<file path="src/rtl/sdram_colgen_pkg.sv">
package sdram_colgen_pkg;

  localparam int unsigned LEN_SEL_W = 3;

  typedef enum logic [LEN_SEL_W-1:0] {
    LEN_1    = 3'd0,
    LEN_2    = 3'd1,
    LEN_4    = 3'd2,
    LEN_8    = 3'd3,
    LEN_FULL = 3'd7
  } len_sel_e;

endpackage

</file>
<file path="src/rtl/colgen_cfg_dec.sv">
module colgen_cfg_dec
  import sdram_colgen_pkg::*;
#(
  parameter int unsigned COL_W = 8
) (
  input  logic [LEN_SEL_W-1:0] len_sel,
  input  logic                 interleave,
  input  logic                 cmd_write,
  input  logic                 single_write,
  output logic                 cfg_ok,
  output logic                 cfg_full,
  output logic [COL_W-1:0]     cfg_mask
);

  logic             legal_len;
  logic             full_sel;
  logic [COL_W-1:0] len_mask;

  // Map the length code to a wrap mask (burst length minus one).
  always_comb begin
    legal_len = 1'b1;
    full_sel  = 1'b0;
    len_mask  = '0;
    case (len_sel)
      LEN_1:    len_mask = COL_W'(0);
      LEN_2:    len_mask = COL_W'(1);
      LEN_4:    len_mask = COL_W'(3);
      LEN_8:    len_mask = COL_W'(7);
      LEN_FULL: begin
        len_mask = '1;
        full_sel = 1'b1;
      end
      default:  legal_len = 1'b0;
    endcase
  end

  // Legality first, then the single-beat write override.
  always_comb begin
    cfg_ok   = legal_len & ~(full_sel & interleave);
    cfg_full = full_sel;
    cfg_mask = len_mask;
    if (cmd_write && single_write) begin
      cfg_full = 1'b0;
      cfg_mask = '0;
    end
  end

endmodule

</file>
<file path="src/rtl/colgen_order.sv">
module colgen_order #(
  parameter int unsigned COL_W = 8
) (
  input  logic [COL_W-1:0] base,
  input  logic [COL_W-1:0] idx,
  input  logic [COL_W-1:0] mask,
  input  logic             interleave,
  output logic [COL_W-1:0] col
);

  logic [COL_W-1:0] low_part;

  always_comb begin
    if (interleave) begin
      low_part = base ^ idx;
    end else begin
      low_part = base + idx;
    end
    col = (base & ~mask) | (low_part & mask);
  end

endmodule

</file>
<file path="src/rtl/colgen_beat_seq.sv">
module colgen_beat_seq #(
  parameter int unsigned COL_W = 8
) (
  input  logic             clk,
  input  logic             rst_n,
  input  logic             load,
  input  logic [COL_W-1:0] load_col,
  input  logic [COL_W-1:0] load_mask,
  input  logic             load_full,
  input  logic             load_ilv,
  input  logic             stop,
  input  logic             hold,
  output logic             act_o,
  output logic             full_o,
  output logic             ilv_o,
  output logic [COL_W-1:0] base_o,
  output logic [COL_W-1:0] mask_o,
  output logic [COL_W-1:0] idx_o,
  output logic             final_o
);

  logic             act_q, act_d;
  logic             full_q, full_d;
  logic             ilv_q, ilv_d;
  logic [COL_W-1:0] base_q, base_d;
  logic [COL_W-1:0] mask_q, mask_d;
  logic [COL_W-1:0] idx_q, idx_d;
  logic             at_final;
  logic             en;

  assign at_final = act_q & ~full_q & (idx_q == mask_q);
  assign en       = load | (act_q & (stop | ~hold));

  always_comb begin
    act_d  = act_q;
    full_d = full_q;
    ilv_d  = ilv_q;
    base_d = base_q;
    mask_d = mask_q;
    idx_d  = idx_q;
    if (load) begin
      act_d  = 1'b1;
      full_d = load_full;
      ilv_d  = load_ilv;
      base_d = load_col;
      mask_d = load_mask;
      idx_d  = '0;
    end else if (act_q) begin
      if (stop) begin
        act_d = 1'b0;
      end else if (!hold) begin
        if (at_final) begin
          act_d = 1'b0;
        end else begin
          idx_d = idx_q + COL_W'(1);
        end
      end
    end
  end

  always_ff @(posedge clk or negedge rst_n) begin
    if (!rst_n) begin
      act_q  <= 1'b0;
      full_q <= 1'b0;
      ilv_q  <= 1'b0;
      base_q <= '0;
      mask_q <= '0;
      idx_q  <= '0;
    end else if (en) begin
      act_q  <= act_d;
      full_q <= full_d;
      ilv_q  <= ilv_d;
      base_q <= base_d;
      mask_q <= mask_d;
      idx_q  <= idx_d;
    end
  end

  assign act_o   = act_q;
  assign full_o  = full_q;
  assign ilv_o   = ilv_q;
  assign base_o  = base_q;
  assign mask_o  = mask_q;
  assign idx_o   = idx_q;
  assign final_o = at_final;

endmodule

</file>
<file path="src/rtl/sdram_col_gen.sv">
module sdram_col_gen
  import sdram_colgen_pkg::*;
#(
  parameter int unsigned COL_W = 8
) (
  input  logic                 clk,
  input  logic                 rst_n,
  input  logic                 cmd_valid,
  input  logic                 cmd_write,
  input  logic [COL_W-1:0]     start_col,
  input  logic [LEN_SEL_W-1:0] len_sel,
  input  logic                 interleave,
  input  logic                 single_write,
  input  logic                 suspend,
  input  logic                 burst_stop,
  output logic [COL_W-1:0]     col,
  output logic                 beat_valid,
  output logic                 last_beat
);

  logic [1:0]       rst_pipe;
  logic             rst_q;
  logic             cfg_ok;
  logic             cfg_full;
  logic [COL_W-1:0] cfg_mask;
  logic             load;
  logic             act;
  logic             full;
  logic             ilv;
  logic [COL_W-1:0] base;
  logic [COL_W-1:0] mask;
  logic [COL_W-1:0] idx;
  logic             at_final;

  // Asynchronous assertion, synchronous release.
  always_ff @(posedge clk or negedge rst_n) begin
    if (!rst_n) begin
      rst_pipe <= 2'b00;
    end else begin
      rst_pipe <= {rst_pipe[0], 1'b1};
    end
  end
  assign rst_q = rst_pipe[1];

  colgen_cfg_dec #(.COL_W(COL_W)) u_dec (
    .len_sel      (len_sel),
    .interleave   (interleave),
    .cmd_write    (cmd_write),
    .single_write (single_write),
    .cfg_ok       (cfg_ok),
    .cfg_full     (cfg_full),
    .cfg_mask     (cfg_mask)
  );

  assign load = cmd_valid & cfg_ok;

  colgen_beat_seq #(.COL_W(COL_W)) u_seq (
    .clk       (clk),
    .rst_n     (rst_q),
    .load      (load),
    .load_col  (start_col),
    .load_mask (cfg_mask),
    .load_full (cfg_full),
    .load_ilv  (interleave),
    .stop      (burst_stop),
    .hold      (suspend),
    .act_o     (act),
    .full_o    (full),
    .ilv_o     (ilv),
    .base_o    (base),
    .mask_o    (mask),
    .idx_o     (idx),
    .final_o   (at_final)
  );

  colgen_order #(.COL_W(COL_W)) u_ord (
    .base       (base),
    .idx        (idx),
    .mask       (mask),
    .interleave (ilv),
    .col        (col)
  );

  assign beat_valid = act & ~suspend;
  assign last_beat  = act & (burst_stop | (~suspend & at_final));

endmodule

</file>
<file path="config.mk">
export PLATFORM = sky130hd
export DESIGN_NAME = sdram_col_gen
export DESIGN_NICKNAME = d
export VERILOG_FILES = /design/src/rtl/sdram_colgen_pkg.sv /design/src/rtl/colgen_cfg_dec.sv /design/src/rtl/colgen_order.sv /design/src/rtl/colgen_beat_seq.sv /design/src/rtl/sdram_col_gen.sv
export SDC_FILE = /design/constraint.sdc
export NUM_CORES = 1
export LEC_CHECK = 0
export CORE_ASPECT_RATIO = 1.1
export CORE_MARGIN = 2
export CORE_UTILIZATION = 53
export DETAILED_ROUTE_END_ITERATION = 8
export GPL_TIMING_DRIVEN = 0
export PLACE_DENSITY_LB_ADDON = 0.25
export SLEW_MARGIN = 30
export SYNTH_ARGS = -nofsm -noshare
export SYNTH_HDL_FRONTEND = slang
export SYNTH_SLANG_ARGS = --single-unit
</file>
<file path="constraint.sdc">
create_clock -name clk -period 2.76 [get_ports clk]
set_input_delay 0.414 -clock clk [delete_from_list [all_inputs] [get_ports clk]]
set_output_delay 0.414 -clock clk [all_outputs]
set_load 0.005 [all_outputs]
</file>
; Yosys cells after proc, flatten, opt, wreduce, memory -nomap -nowiden
; Index checks and enable logic that the tools add are counted.
[word_totals]
inputBits = 19
reg_bits = 29
wordCells = 59
[classes]
n_bitwise = 20
eq_ne = 8
n_addsub = 2
n_reduce_logical = 6
mux = 16
[ops]
columns = operator, count
row1 = 8-bit two-way mux, 7
row2 = 8-bit case mux with 4 select lines, 1
row3 = 8-bit AND, 2
row4 = 1-bit AND, 9
row5 = 8-bit by 1-bit adder with 8-bit output (second input constant), 1
row6 = 8-bit adder, 1
row7 = 8-bit equality test, 1
row8 = 1-bit two-way mux, 8
row9 = 8-bit inverter, 1
row10 = 8-bit bitwise OR, 1
row11 = 8-bit bitwise XOR, 1
row12 = 3-bit by 2-bit equality test with 1-bit output (second input constant), 2
row13 = 2-bit by 1-bit != test with 1-bit output (second input constant), 3
row14 = 5-bit AND reduction, 1
row15 = 5-bit OR reduction, 1
row16 = 3-bit by 1-bit equality test with 1-bit output (second input constant), 1
row17 = 3-bit equality test (second input constant), 1
row18 = 3-bit logical NOT, 1
row19 = 1-bit inverter, 3
row20 = 1-bit bitwise OR, 3
row21 = 2-bit AND reduction, 1
row22 = 2-bit nonzero test, 1
row23 = 1-bit logical AND, 1

; Depth between registers and ports, before layout
; Gate-level depths: netlist of the first run.
[logic_depth]
word_depth = 8
mapped_depth = 7
depth_no_buf = 7

; Hierarchy
; From an unflattened synthesis of the first run, not the netlist that was laid out.
[unflattened]
hier_cells = 179
area_unflattened_um2 = 1870.5
[modules_own_cells]
columns = module, n_inst, area_each_um2, seq_area_each_um2, cells_each
row1 = colgen_beat_seq, 1, 1272.5, 675.6, 97
row2 = colgen_order, 1, 420.4, 0.0, 61
row3 = colgen_cfg_dec, 1, 97.6, 0.0, 14
row4 = sdram_col_gen, 1, 80.1, 50.0, 7

; Worst setup path after synthesis of the first run
; Ideal clock, no wire load.
[synth_path]
path_type = register to output
start = register u_seq.idx_q[0], in the netlist u_seq.idx_o[0]
end = output col[4]
setup_slack_ns = 0.591
t_arrival_ns = 1.755
path_stages_with_launch = 8
required_ns = 2.346
path_cell_list = dfrtp_1 -> ha_1 -> inv_1 -> fa_1 -> nor2b_1 -> o21ai_0 -> a2111o_1 -> o221ai_1
[synth_via]
elab_chain_len = 4
[synth_rtl]
columns = element, line_no
row1 = "start, declared", colgen_beat_seq.sv:27  ; logic [COL_W-1:0] idx_q, idx_d;
row2 = "start signal, assigned", colgen_beat_seq.sv:75  ; idx_q <= idx_d;
row3 = 8-bit adder, colgen_order.sv:17  ; low_part = base + idx;
row4 = 8-bit two-way mux, colgen_order.sv:14  ; if (interleave) begin
row5 = 8-bit AND, colgen_order.sv:19  ; col = (base & ~mask) | (low_part & mask);
row6 = 8-bit bitwise OR, colgen_order.sv:19
row7 = "end, declared", sdram_col_gen.sv:16  ; output logic [COL_W-1:0] col,
; Every way passes these cells.

; Final worst setup path of the first run
[layout_path]
start = register u_seq.idx_q[3], in the netlist u_seq.idx_o[3]
end = register u_seq.act_q, in the netlist u_seq.act_o
[layout_via]
elab_chain_len = 7
[layout_rtl]
columns = element, line_no
row1 = 8-bit equality test, colgen_beat_seq.sv:31  ; assign at_final = act_q & ~full_q & (idx_q == mask_q);
row2 = 1-bit AND, colgen_beat_seq.sv:31
row3 = 1-bit two-way mux, colgen_beat_seq.sv:52  ; if (at_final) begin
row4 = 1-bit two-way mux, colgen_beat_seq.sv:51  ; end else if (!hold) begin
row5 = 1-bit two-way mux, colgen_beat_seq.sv:49  ; if (stop) begin
row6 = 1-bit two-way mux, colgen_beat_seq.sv:48  ; end else if (act_q) begin
row7 = 1-bit two-way mux, colgen_beat_seq.sv:41  ; if (load) begin
row8 = "end signal, assigned", colgen_beat_seq.sv:70  ; act_q <= act_d;
row9 = "end, declared", colgen_beat_seq.sv:22  ; logic act_q, act_d;
; Every way passes these cells.
; A chain may end at the register's enable or synchronous reset.

==> impl.org, run 1 <==
** Clock tree
- Post-CTS Hold Fix Bufs :: 0
- TritonCTS built the clock tree.
- Clock latency reported for the late side of the worst-skew pair :: 330 ps
- CTS built an H-tree with a depth of 1.
- After clock tree synthesis, the clock-pin slew on the worst setup and hold paths is 140 ps.
- Buffer levels on the longest clock path :: 2
- Clock Root Buffer :: sky130_fd_sc_hd__clkbuf_4
- Clock buffers created by TritonCTS :: 3
- Sink Count :: 25

** Logic synthesis
- Unique cell type count in the Yosys netlist :: 44
- After synthesis, the mean cell area works out to 8.55 µm².
- After synthesis, the share of flip-flops with an asynchronous set or reset is 100%.
- Yosys mapped a number of flops with a built-in enable equal to 0.
- The mapped netlist covers 0.00177 mm².
- Syn Nets :: 235
- Summing the sequential cell areas from Yosys gives 35.4% of the chip area.
- Post-synthesis cell count :: 207
- Synth warn :: 0
- The most used flip-flop cell after synthesis is sky130_fd_sc_hd__dfrtp_1.
- Post-synthesis register bit count :: 25

** Die
- DIE AREA :: 0.00382 mm²
- The floorplan has 22 rows.
- The region available for standard cell placement spans 0.00328 mm².
- Width of the die :: 59.1 µm
- Die Y-Extent :: 64.6 µm
- The initial utilization of the core area, before any placement, comes to 54.0%.
- I/O pin cnt :: 29

** Drt
- Count of vias placed by the detailed router :: 1749
- In the final routed layout, each cell accounts on average for 16.2 µm.
- For this block, the initial DRC count from the detailed router was 110.
- The first detailed-routing pass took 4 iterations.
- Wire length the detailed router placed on met1 :: 2.08 mm
- Top layer reached by signal wires :: met4
- DRC viols :: 0
- In the detailed route, the total length drawn on met2 is 2.38 mm.
- Final routed wirelength across all metal layers :: 4.77 mm
- Antenna Violating Nets Remaining :: 0
- Via density :: 5.95
- Met3 WL post-DR :: 194 µm

** Worst setup path
- Required time worst endpoint :: 3000 ps
- Cells along the critical path :: buf_6 > or4_4 > o32ai_4 > a31oi_2 > buf_4 > buf_4 > buf_4 > buf_4 > buf_4 > buf_4 > buf_4 > buf_4 > buf_4 > a21o_1
- The slowest stage of the critical path is the sky130_fd_sc_hd__dfrtp_2 cell.
- Critical path type :: register to register
- Critical path endpoint category :: register
- The worst setup path is launched from a register.
- Critical path buffers and inverters :: 10
- Dominant delay contributor by cell family on the critical path :: buffers and inverters
- In this design, the stage delay of the slowest critical-path cell is 460 ps.
- Of all nets on the critical path, the largest fanout is 7.
- By instance count, the cell type seen most on the critical path is sky130_fd_sc_hd__buf_4.
- Data on the critical path arrives at its endpoint at 3060 ps.

** Finish
- Diodes inserted :: 0
- Of the cells placed in the final design, the portion with a size suffix greater than 1 is 20.9%.
- In the final design database the tool counted 287 nets.
- Number of filler instances in the final layout :: 245
- From synthesis to final layout, the design area changed by 34.9%.

** Global route
- Entering global routing, the biggest net connects 24 pins.
- GRT overflow :: 0
- Global-route wire length before repair :: 8.11 mm
- The number of antenna violations at the first check in global routing was 0.
- Number of global-route vias before repair :: 1751
- Total routing resource utilization after global routing :: 27.5%

** Run status
- Result of the run :: finished, violations left
- The checks that failed: setup timing.

** Pwr
- Leakage power :: 1.04 nW
- Across the VDD grid, the largest voltage drop is 0.000284 V.
- In this run the power density over the cells is 399 mW/mm².

** Min path
- Hold Path Class :: input port to async pin

** STA
- Max frequency :: 355 MHz
- Headroom to the max-slew limit came out at 52.0%.
- Aggregate negative setup slack :: -53.8 ps
- Skew final :: 9.75 ps
- Fraction of the cycle the final worst path needs :: 102%
- Unrepaired setup endpoints after global routing :: true
- Transition time at the pin with the least slew margin :: 718 ps
- Smallest setup slack after layout :: -53.8 ps
- The routed design could run at a clock period as short as 2810 ps.
- Final setup violating endpoints :: 1
- Final number of hold-violating endpoints :: 0
- Slew Limit Fails :: 0

** Placed design
- Routability-driven placement finished with a final weighted congestion of 0.880.
- Worst setup slack after placement :: -166 ps
- In this run the tool buffered the top-level ports with 28 buffer cells.
- Dpl hpwl :: 3.03 mm

** Job
- Reported max-cap violation count :: 0
cell usage after synthesis (all sizes together), types with 5 or more instances:
library cell  number  share of area [%]
a2111o             9                5.7
a21oi             12                3.4
nand2             43                9.1
dfrtp             25                 35
nor2               5                1.1
o21ai             21                5.9
inv                9                1.9
nand4              5                1.8
ha                 8                5.7
clkbuf             5                1.1
nand2b             6                2.1
nand3              8                2.3
metrics by stage:
step	power (mW)	instance area [µm²]	std cells	hold slack [ps]	utilization, %
3_3_place_gp	0.708	2090	271	338	63.9
2_1_floorplan	0.594	1770	207	118	-
6_report	0.951	2390	294	225	72.9
3_5_place_dp	0.715	2090	271	341	63.9
4_1_cts	0.937	2350	294	224	71.7
5_1_grt	1.01	2390	294	215	72.9
final timing paths:
check | from | to | slack, ps | cells past startpoint
min reg2reg | rst_pipe[1]$_DFF_PN0_ | u_seq.full_o$_DFFE_PN0P_ | 260 | 0
min | rst_n | rst_pipe[1]$_DFF_PN0_ | 220 | 1
max reg2reg | u_seq.idx_o[3]$_DFFE_PN0P_ | u_seq.act_o$_DFFE_PN0P_ | -50 | 14
max | u_seq.idx_o[3]$_DFFE_PN0P_ | u_seq.act_o$_DFFE_PN0P_ | -50 | 14
min in group clk | rst_pipe[0]$_DFF_PN0_ | rst_pipe[1]$_DFF_PN0_ | 370 | 0
max in group asynchronous | rst_pipe[1]$_DFF_PN0_ | u_seq.idx_o[3]$_DFFE_PN0P_ | 2120 | 0
sequential cells by signal, indices dropped and copies added (netlist names):
| name | flops |
|---|---|
| u_seq.full_o | 1 |
| u_seq.base_o | 8 |
| u_seq.ilv_o | 1 |
| u_seq.act_o | 1 |
| rst_pipe | 2 |
| u_seq.mask_o | 4 |
| u_seq.idx_o | 8 |
kinds of logic (layout without fill, tap and decap cells):
group                      count (synthesis)  after routing  share of synthesized area (%)
and+or+nand+nor                           86             86                           24.3
buffers and inverters                     17             68                           4.31
xor gates and xnor gates                   5              5                           2.48
DFF                                       25             25                           35.4
adders and majority gates                  9              9                           6.79
AOI/OAI and AO/OA                         60             60                           24.2
other                                      1              1                          0.212
muxes                                      4              4                           2.40
what timing repair did:
item | in CTS | in global routing
pin swaps | 4 | 4
gates resized for setup | 28 | 11
setup buffers | 19 | 0
endpoints found under the setup margin | 8 | 7
layout make-up:
cell class	count	area, µm²	area share (%)
plain buffers	8	42.5	1.78
clock buffers	4	26.3	1.10
inverters	9	33.8	1.42
multi-input cells	165	1180	49.4
flip-flops and latches	25	636	26.6
well taps	36	45.0	1.89
repair buffers	47	425	17.8
layout by cell type (no fill, tap or decap), types with 2 or more instances in the layout:
cell,instances
sky130_fd_sc_hd__dlygate4sd2_1,3
sky130_fd_sc_hd__xor2_1,3
sky130_fd_sc_hd__nor3_1,2
sky130_fd_sc_hd__a21o_1,4
sky130_fd_sc_hd__buf_2,2
sky130_fd_sc_hd__nor2_1,4
sky130_fd_sc_hd__nand3_1,8
sky130_fd_sc_hd__o21ai_1,9
sky130_fd_sc_hd__mux2_2,2
sky130_fd_sc_hd__inv_1,9
sky130_fd_sc_hd__clkbuf_4,3
sky130_fd_sc_hd__buf_4,19
sky130_fd_sc_hd__xnor2_1,2
sky130_fd_sc_hd__clkdlybuf4s50_1,21
sky130_fd_sc_hd__dlymetal6s2s_1,3
sky130_fd_sc_hd__a21oi_1,11
sky130_fd_sc_hd__a2111o_1,9
sky130_fd_sc_hd__dfrtp_1,17
sky130_fd_sc_hd__o221ai_1,2
sky130_fd_sc_hd__o21ai_2,2
sky130_fd_sc_hd__ha_4,5
sky130_fd_sc_hd__nand4_1,5
sky130_fd_sc_hd__buf_6,2
sky130_fd_sc_hd__nand2_1,43
sky130_fd_sc_hd__o21a_1,3
sky130_fd_sc_hd__ha_1,2
sky130_fd_sc_hd__or3_1,3
sky130_fd_sc_hd__clkbuf_1,6
sky130_fd_sc_hd__nand3b_1,2
sky130_fd_sc_hd__nand2b_1,6
sky130_fd_sc_hd__o21ai_0,10
sky130_fd_sc_hd__mux2i_1,2
sky130_fd_sc_hd__and4_1,2
sky130_fd_sc_hd__nor2b_1,3
sky130_fd_sc_hd__dfrtp_2,8
layer usage:
metal / vias to the layer above / global-route usage, %
met5: - / 0
met4: 0 / 12.2
met3: 11 / 2.40
met2: 53 / 46.0
met1: 828 / 35.6
li1: 857 / -
where the power goes:
group	switching, mW	total (mW)	internal [mW]
registers	0.0443	0.443	0.399
clock network	0.116	0.173	0.0567
logic	0.159	0.336	0.177
total	0.319	0.951	0.632
No activity file was read; power rests on OpenSTA's default activity.
==> run 2: changes to the inputs <==
Settings changed: CORE_UTILIZATION 53 to 35, CTS_BUF_LIST from default to sky130_fd_sc_hd__clkbuf_2 sky130_fd_sc_hd__clkbuf_4 sky130_fd_sc_hd__clkbuf_8, PLACE_DENSITY from default to 0.65, PLACE_DENSITY_LB_ADDON 0.25 to default.
==> impl.org, run 2 (synthesized netlist as in run 1, its figures left out) <==
** Global route
- The number of antenna violations at the first check in global routing came to 0 (unchanged).
- The number of global-route vias before repair was 1662 (-5.1%).
- Maximum number of pins on one net before global-route repair :: 24 (unchanged)
- Global-route wire length before repair :: 7.86 mm (-3.1%)
- The all-layer global routing usage was 17.6% (-9.9 points).
- GRT overflow :: 0 (unchanged)

** STA
- Smallest setup slack after layout :: 104 ps (+158 ps)
- The final clock period utilization by the worst path is 96.2% (-5.7 points).
- The headroom to the max-slew limit was 51.0% (-1.1 points).
- The final count of negative-setup-slack endpoints was 0 (-1).
- The max-slew violation total from the final report came to 0 (unchanged).
- The post-route clock skew is 6.68 ps (-3.07 ps).
- Final worst path period need :: 2660 ps (-158 ps)
- The number of hold violations in the final report came to 0 (unchanged).
- The worst hold slack came to 248 ps (+23.5 ps).
- The highest clock rate is 377 MHz (+5.9%).
- The transition time of the tightest slew-check pin came to 734 ps (+15.8 ps).

** Finish
- The count of nets after finishing is 286 (-0.35%).
- Leading cell types in the layout, fill and taps excluded :: sky130_fd_sc_hd__nand2_1, sky130_fd_sc_hd__clkdlybuf4s50_1, sky130_fd_sc_hd__buf_4
- Non-filler instance count after layout :: 315 (+7.1%)
- Most common cell after layout, fill and taps aside :: sky130_fd_sc_hd__nand2_1
- Flip-flop and latch area :: 636 µm² (unchanged)
- Fin area :: 0.00240 mm² (+0.42%)
- The fill cell total of the finished layout came to 472 (+93%).
- From synthesis to final layout, the design area changed by 35.5%.
- The area taken by multi-input logic gates came to 0.00116 mm² (-1.8%).
- The share of layout cells above drive strength 1 is 19.8% (-1.1 points).
- The antenna diode count came to 0 (unchanged).

** Worst setup path
- Required time worst endpoint :: 2350 ps (-650 ps)
- STA classifies the critical path startpoint as a register.
- In this run the critical register-to-register path is captured at u_seq.idx_o[6]$_DFFE_PN0P_.
- Critical path type :: register to primary output
- Critical path endpoint category :: primary output
- Depth of the worst register-to-register path :: 7 (-7)
- Register-to-register setup slack :: 730 ps (+780 ps)
- Largest fanout on the critical path :: 3 (-4)
- Worst reg2reg path startpoint :: u_seq.idx_o[4]$_DFFE_PN0P_
- The arrival time at the worst endpoint is 2240 ps (-820 ps).

** Placed design
- Count of port buffers added during placement :: 28 (unchanged)
- The weighted congestion at the end of routability-driven global placement came to 0.812 (-7.6%).
- The sum of net half-perimeters after detailed placement is 3.02 mm (-0.39%).
- Number of instances in the placed design :: 293 (+8.1%)
- The placed cell area came to 0.00212 mm² (+1.3%).
- The worst slack after detailed placement was -117 ps (+49.2 ps).

** Job
- Reported max-cap violation count :: 0 (unchanged)

** Clock tree
- Clock buffers created by TritonCTS :: 3 (unchanged)
- Post-CTS Hold Fix Bufs :: 0 (unchanged)
- Clock tree synthesis selected as its root buffer the cell sky130_fd_sc_hd__clkbuf_8.
- CTS clk-pin slew, worst paths :: 90 ps (-50 ps)
- CTS tree :: built
- Clock latency reported for the late side of the worst-skew pair :: 280 ps (-50 ps)
- The buffer levels on the longest clock path came to 2 (unchanged).
- Sink Count :: 25 (unchanged)
- The total number of H-tree levels was 1 (unchanged).

** Die
- Width of the die :: 71.8 µm (+22%)
- DIE AREA :: 0.00564 mm² (+48%)
- I/O pin cnt :: 29 (unchanged)
- The initial standard-cell utilization of the core came to 35.9% (-18 points).
- The core area came to 0.00493 mm² (+51%).
- The number of core rows is 27 (+23%).
- The height of the die was 78.6 µm (+22%).

** Drt
- Via density :: 5.38 (-9.5%)
- DRC viols :: 0 (unchanged)
- The number of vias in the routed layout came to 1696 (-3.0%).
- Final routed wirelength across all metal layers :: 4.58 mm (-4.0%)
- Number of detailed-routing iterations run before antenna repair :: 4 (unchanged)
- Antenna Violating Nets Remaining :: 0 (unchanged)
- The post-detailed-route wirelength per cell is 14.5 µm (-10%).
- Detailed Route Iter0 Violations :: 107 (-2.7%)

** Pwr
- The maximum vdd drop came to 0.000217 V (-24%).
- The reported leakage power is 1.03 nW (-1.4%).
- Power density relative to cell area :: 412 mW/mm² (+3.5%)

** Run status
- The flow ran to the end, and the final reports show no timing, DRC or antenna violations.

** Min path
- Hold Path Class :: register to async pin
==> run 2: cell types whose count changed in the layout (fill, tap and decap cells not counted), moves of 2 or more <==
cell / previous run / this run
sky130_fd_sc_hd__dlymetal6s2s_1: 3 / 1
sky130_fd_sc_hd__clkbuf_8: 0 / 3
sky130_fd_sc_hd__clkbuf_4: 3 / 0
sky130_fd_sc_hd__o21ai_1: 9 / 7
==> run 2: how the worst max path moves through the flow <==
| stage | startpoint | to |
|---|---|---|
| after global placement | u_seq.idx_o[0]$_DFFE_PN0P_ | col[4] |
| after global routing | u_seq.idx_o[1]$_DFFE_PN0P_ | col[1] |
| final | u_seq.idx_o[1]$_DFFE_PN0P_ | col[2] |
| after detailed placement | u_seq.idx_o[0]$_DFFE_PN0P_ | col[4] |
| after floorplan | u_seq.idx_o[0]$_DFFE_PN0P_ | col[4] |
| after CTS | u_seq.idx_o[4]$_DFFE_PN0P_ | col[7] |
==> run 2: final cells by class <==
class | count | area share [%]
multi-input cells | 165 | 48.3
flip-flops and latches | 25 | 26.5
repair buffers | 46 | 17.1
well taps | 58 | 3.03
plain buffers | 8 | 1.77
clock buffers | 3 | 1.72
inverters | 9 | 1.41
clock inverters | 1 | 0.209
==> run 2: power by group <==
| part | internal [mW] | switching (mW) | leakage, nW | total (mW) |
|---|---|---|---|---|
| Sequential | 0.399 | 0.0398 | 0.311 | 0.438 |
| Combinational | 0.169 | 0.153 | 0.689 | 0.321 |
| Clock | 0.102 | 0.127 | 0.0255 | 0.229 |
==> run 2: what timing repair did <==
item                       in CTS  in global routing
resized for setup              26                  7
buffers inserted               15                  3
pin swaps                       6                  1
setup endpoints to repair       6                  5
==> run 2: critical path: stages (launching register included) <==
cell                              delay (ps)
sky130_fd_sc_hd__dfrtp_2                 380
sky130_fd_sc_hd__buf_4                   130
sky130_fd_sc_hd__inv_1                    50
sky130_fd_sc_hd__fa_1                    410
sky130_fd_sc_hd__nor2_1                  150
sky130_fd_sc_hd__xnor2_1                  80
sky130_fd_sc_hd__a21oi_1                 220
sky130_fd_sc_hd__clkdlybuf4s50_1         540
==> run 2: stage by stage <==
step | total power, mW | utilization (%) | TNS, ps
6_report | 0.989 | 48.6 | 0
5_1_grt | 1.05 | 48.6 | -10.4
4_1_cts | 0.987 | 47.9 | 0
3_5_place_dp | 0.716 | 43.0 | -175
3_3_place_gp | 0.712 | 43.0 | -210
2_1_floorplan | 0.594 | - | 0
==> run 2: metal layers <==
metal / part of all wire (%) / wire length, µm / track usage, %
met2: 48 / 2200 / 29.0
met3: 3.8 / 175 / 2.05
met5: 0 / 0 / 0
met1: 46 / 2090 / 23.1
met4: 2.6 / 119 / 7.74
